==> src/rtl/dbs_seq.sv <==
module dbs_seq #(
  parameter int AW = 32
) (
  input  logic          clk,
  input  logic          rst_n,
  input  logic          req_valid,
  output logic          req_ready,
  input  logic          req_write,
  input  logic [1:0]    req_size,
  input  logic [AW-1:0] req_addr,
  input  logic [31:0]   req_wdata,
  output logic          rsp_done,
  output logic [31:0]   rsp_rdata,
  output logic [AW-1:0] bus_addr,
  output logic [1:0]    bus_siz,
  output logic          bus_write,
  output logic          bus_strobe,
  output logic [31:0]   bus_wdata,
  input  logic [31:0]   bus_rdata,
  input  logic [1:0]    bus_ack
);
  logic          busy, wr, done;
  logic [AW-1:0] addr;
  logic [31:0]   wbuf, rbuf, got;
  logic [2:0]    rem, pw, cap, n, len;
  logic [1:0]    o, start;
  logic [7:0]    ln1, ln2, ln3;

  assign req_ready  = !busy;
  assign bus_strobe = busy;
  assign bus_addr   = addr;
  assign bus_siz    = rem[1:0];
  assign bus_write  = wr;
  assign rsp_done   = done;
  assign rsp_rdata  = rbuf;
  assign o          = addr[1:0];
  assign len        = (req_size == 2'b00) ? 3'd4 : {1'b0, req_size};

  always_comb begin
    case (bus_ack)
      2'b01:   begin pw = 3'd1; start = 2'd0; end
      2'b10:   begin pw = 3'd2; start = {1'b0, o[0]}; end
      2'b11:   begin pw = 3'd4; start = o; end
      default: begin pw = 3'd0; start = 2'd0; end
    endcase
  end

  assign cap = pw - {1'b0, start};
  assign n   = (rem < cap) ? rem : cap;

  assign ln1 = o[0] ? wbuf[31:24] : wbuf[23:16];
  always_comb begin
    case (o)
      2'd0:    begin ln2 = wbuf[15:8];  ln3 = wbuf[7:0];   end
      2'd1:    begin ln2 = wbuf[23:16]; ln3 = wbuf[15:8];  end
      2'd2:    begin ln2 = wbuf[31:24]; ln3 = wbuf[23:16]; end
      default: begin ln2 = wbuf[31:24]; ln3 = wbuf[31:24]; end
    endcase
  end
  assign bus_wdata = {wbuf[31:24], ln1, ln2, ln3};

  assign got = (bus_rdata << {start, 3'b000}) >> {3'd4 - n, 3'b000};

  always_ff @(posedge clk) begin
    if (!rst_n) begin
      busy <= 1'b0;
      wr   <= 1'b0;
      done <= 1'b0;
      addr <= '0;
      rem  <= 3'd0;
      wbuf <= '0;
      rbuf <= '0;
    end else begin
      done <= 1'b0;
      if (!busy && req_valid) begin
        busy <= 1'b1;
        wr   <= req_write;
        addr <= req_addr;
        rem  <= len;
        wbuf <= req_wdata << {3'd4 - len, 3'b000};
        rbuf <= '0;
      end else if (busy && pw != 3'd0) begin
        addr <= addr + AW'(n);
        rem  <= rem - n;
        wbuf <= wbuf << {n, 3'b000};
        rbuf <= (rbuf << {n, 3'b000}) | got;
        if (rem == n) begin
          busy <= 1'b0;
          done <= 1'b1;
        end
      end
    end
  end

  AST_NOT_READY_IN_FLIGHT: assert property (@(posedge clk) disable iff (!rst_n)
    bus_strobe |-> !req_ready);
  AST_WAIT_HOLDS: assert property (@(posedge clk) disable iff (!rst_n)
    (bus_strobe && bus_ack == 2'b00) |=> (bus_strobe && $stable(bus_addr) && $stable(bus_siz)));
  AST_ADDR_MOVES: assert property (@(posedge clk) disable iff (!rst_n)
    (bus_strobe && bus_ack != 2'b00) |=> (!bus_strobe || bus_addr != $past(bus_addr)));
  AST_DONE_ONE_CLOCK: assert property (@(posedge clk) disable iff (!rst_n)
    rsp_done |=> !rsp_done);
  AST_DONE_AFTER_ACK: assert property (@(posedge clk) disable iff (!rst_n)
    $rose(rsp_done) |-> $past(bus_strobe && bus_ack != 2'b00));
  AST_DIR_STABLE: assert property (@(posedge clk) disable iff (!rst_n)
    (bus_strobe && $past(bus_strobe)) |-> $stable(bus_write));
endmodule

==> config.mk <==
export PLATFORM = sky130hd
export DESIGN_NAME = dbs_seq
export DESIGN_NICKNAME = d
export VERILOG_FILES = /design/src/rtl/dbs_seq.sv
export SDC_FILE = /design/constraint.sdc
export NUM_CORES = 1
export LEC_CHECK = 0
export BUFFER_PORTS_ARGS = -buffer_cell sky130_fd_sc_hd__buf_4
export CORE_UTILIZATION = 45
export DETAILED_ROUTE_END_ITERATION = 8
export PLACE_DENSITY = 0.7
export SLEW_MARGIN = 20
export SYNTH_ARGS = -nofsm -noshare
export SYNTH_HDL_FRONTEND = slang
export SYNTH_SLANG_ARGS = --single-unit
==> constraint.sdc <==
create_clock -name clk -period 6.1 [get_ports clk]
set_clock_uncertainty 0.2 [all_clocks]
set_input_delay 0.61 -clock clk [delete_from_list [all_inputs] [get_ports clk]]
set_output_delay 0.61 -clock clk [all_outputs]
set_load 0.005 [all_outputs]
==> flow_metrics.py <==
metrics = {
    "yosys": {
        "netlist_area_um2": 7330,
        "yosysSeqAreaShare_pct": 27.8,
        "synth_edf_count": 0,
        "synth_area_leader_cell": "dfxtp_1",
        "synth_ff_type": "dfxtp_1",
        "synth.area.top_cells": "dfxtp_1, o21ai_0, a21oi_1, mux2i_1, mux2_2",
        "syn-mean-instance-area_um2": 7.99,
        "synth_seq_cells": 102,
        "synth_top_area_share_pct": 27.8,
        "synth_warnings": 0,
        "syn_nets": 1036,
        "synthArstFlopShare_pct": 0,
        "syn_inst": 918,
        "ys_types": 62,
    },
    "clock_network": {
        "ctsHtreeMaxLevel": 3,
        "hold_buffers": 0,
        "cts_buffers": 9,
        "cts_setup_buffers": 0,
        "cts_root_buffer": "clkbuf_16",
        "clock-sinks": 102,
        "cts_tree": "yes",
        "cts_buffer_depth": 2,
        "post_cts_resized": 0,
        "clkLatencyLatePin_ns": 0.37,
        "cts.clk_slew.worst_paths_ns": 0.07,
    },
    "setup_path": {
        "cp_max_fo": 21,
        "cpMostUsedCell": "buf_4",
        "crit_slowest_cell": "nor2_1",
        "path_depth": 20,
        "max_stage_delay_ns": 0.68,
        "arrival_ns": 5.44,
        "path_class": "primary input to register",
        "cp.required_ns": 6.20,
        "crit_buf_inv": 6,
        "path_delay_family": "simple AND/OR/NAND/NOR gates",
        "path_cells": "buf_4 > nand3_1 > buf_4 > inv_1 > fa_1 > xnor2_1 > inv_1 > ha_1 > or3_1 > o22a_2 > o21ai_4 > inv_4 > ha_1 > xnor2_1 > nor2b_1 > buf_4 > nand2_1 > nor2_1 > a32oi_1 > nand3_1",
        "crit_path_start_kind": "primary input",
        "reg2reg_depth": 19,
        "critPathCaptureType": "register",
    },
    "routing": {
        "top_layer": "met4",
        "routed_wl_um": 24500,
        "drc": 0,
        "wl_met1_um": 11100,
        "met2_length_um": 10900,
        "drtIter0Drc": 854,
        "route.met3.wl_um": 2120,
        "detail-route-antenna-nets": 0,
        "via_per_inst": 6.11,
        "vias": 7907,
        "routedWlPerCell_um": 18.9,
        "dr.pass1.iters": 6,
    },
    "cells_and_area": {
        "fin_nets": 1192,
        "fill_cells": 1549,
        "area_growth_pct": 26.2,
        "diodes": 0,
        "drive_gt1_share_pct": 28.5,
        "final_cells": 1295,
    },
    "floorplanning": {
        "initial_core_util_pct": 46.2,
        "ios": 206,
        "die_w_um": 130,
        "die_y_um": 130,
        "fp-row-count": 46,
        "dieArea_um2": 16800,
        "core_um2": 15900,
    },
    "timing": {
        "slew_viol_final": 0,
        "rsz0062_at_grt": "false",
        "setup_viol": 0,
        "finalCritPeriodShare_pct": 87.5,
        "worst_pin_slew_ns": 1.03,
        "hold_viol": 0,
        "fin_crit_ns": 5.34,
        "setup_tns_ns": 0,
        "layout_setup_ws_ns": 0.761,
        "slew_headroom_pct": 30.7,
        "fmax_mhz": 187,
        "hold_ws_ns": 0.264,
    },
    "global_route": {
        "grt_pass1_vias": 7019,
        "grt_max_degree": 70,
        "grt_pass1_wl_um": 37600,
        "antenna_found_initial": 0,
        "overflow": 0,
        "track_usage_pct": 28.6,
    },
    "power": {
        "p_leak_uw": 0.00388,
        "power.density_nw_per_um2": 252,
        "ir_drop_v": 0.000183,
    },
    "run": {
        "cap_violations": 0,
    },
    "place": {
        "globalplace.congestion": 0.903,
        "dpl.cell_count": 1279,
        "dp_hpwl_um": 17300,
        "dpl_worst_slack_ns": 0.516,
        "numPortBuffers": 205,
    },
    "worst_hold_path": {
        "hold_path_depth": 2,
        "hp-class": "register to register",
    },
    "status": {
        "status": "complete, no violations",
    },
}
-- sequential cells by signal (all words and copies together) (netlist names) --
name        flops
bus_addr       32
rsp_rdata      32
rsp_done        1
bus_strobe      1
rem             3
bus_write       1
wbuf           32
-- worst min-delay path, stage by stage, from the launching register on --
cell	delay [ns]
dfxtp_1	0.32
nand2_1	0.05
a21oi_1	0.05
-- placed cells by master (no fill, tap or decap), drive strengths merged, types with 13 or more instances in the layout --
master  synthesis  layout
buf            34     221
dfxtp         102     102
o21ai          96      96
a21oi          88      88
nor2           77      77
nand2          70      70
mux2i          43      43
mux2           34      34
nand3          33      33
inv            22      25
a221oi         23      23
xnor2          21      21
and3           18      18
a211oi         16      16
nor3           16      16
a32oi          14      14
a22o           13      13
-- logic make-up (layout without fill, tap and decap cells) --
| family | after synthesis | count (layout) | share of synthesized area (%) |
|---|---|---|---|
| fa+ha+maj | 14 | 14 | 2.70 |
| mux | 85 | 85 | 13.5 |
| flops | 102 | 102 | 27.8 |
| compound gates | 325 | 325 | 28.8 |
| buf+inv | 100 | 261 | 5.92 |
| xor+xnor | 32 | 32 | 3.82 |
| simple gates | 260 | 260 | 17.4 |
-- synth_stat cells (16+ instances only) --
cell type and number:
dfxtp_1 102, o21ai_0 95, a21oi_1 88, nor2_1 76, nand2_1 70, mux2i_1 43
clkbuf_1 42, mux2_2 34, nand3_1 33, a221oi_1 23, xnor2_1 21, inv_1 20
and3_1 18, a211oi_1 16
-- cell type report --
| class | count | area [um2] | area share [%] |
|---|---|---|---|
| clock buffer | 10 | 239 | 2.58 |
| clock inverter | 6 | 77.6 | 0.839 |
| inverter | 24 | 92.6 | 1.00 |
| multi-input combinational | 716 | 4870 | 52.6 |
| tap | 216 | 270 | 2.92 |
| timing repair buffer | 221 | 1660 | 17.9 |
| sequential | 102 | 2040 | 22.1 |
-- layer usage --
layer  track usage, %  vias to the layer above
li1                 -                     3775
met1             41.2                     3696
met2             42.7                      395
met3             5.78                       41
met4             8.55                        0
met5                0                        -
-- through the flow --
step	utilization [%]	cell area [um2]	power, uW
after floorplan	-	7330	1360
after CTS	58.2	9250	2320
after global placement	56.2	8930	1690
final	58.2	9250	2340
after detailed placement	56.2	8930	1700
after global routing	58.2	9250	2450
-- path summary, 6_finish.rpt --
path | from | end | slack (ns)
min reg2reg | bus_write | bus_write | 0.26
max reg2reg | bus_addr[1] | rsp_rdata[3] | 0.91
max | bus_ack[1] | rsp_rdata[3] | 0.76
min | bus_write | bus_write | 0.26
-- where the power goes --
| group | internal [uW] | leakage [uW] | switching, uW |
|---|---|---|---|
| Sequential | 734 | 0.000838 | 86.3 |
| Combinational | 392 | 0.00289 | 496 |
| Clock | 338 | 0.000153 | 290 |
(Power assumes the default switching activity.)
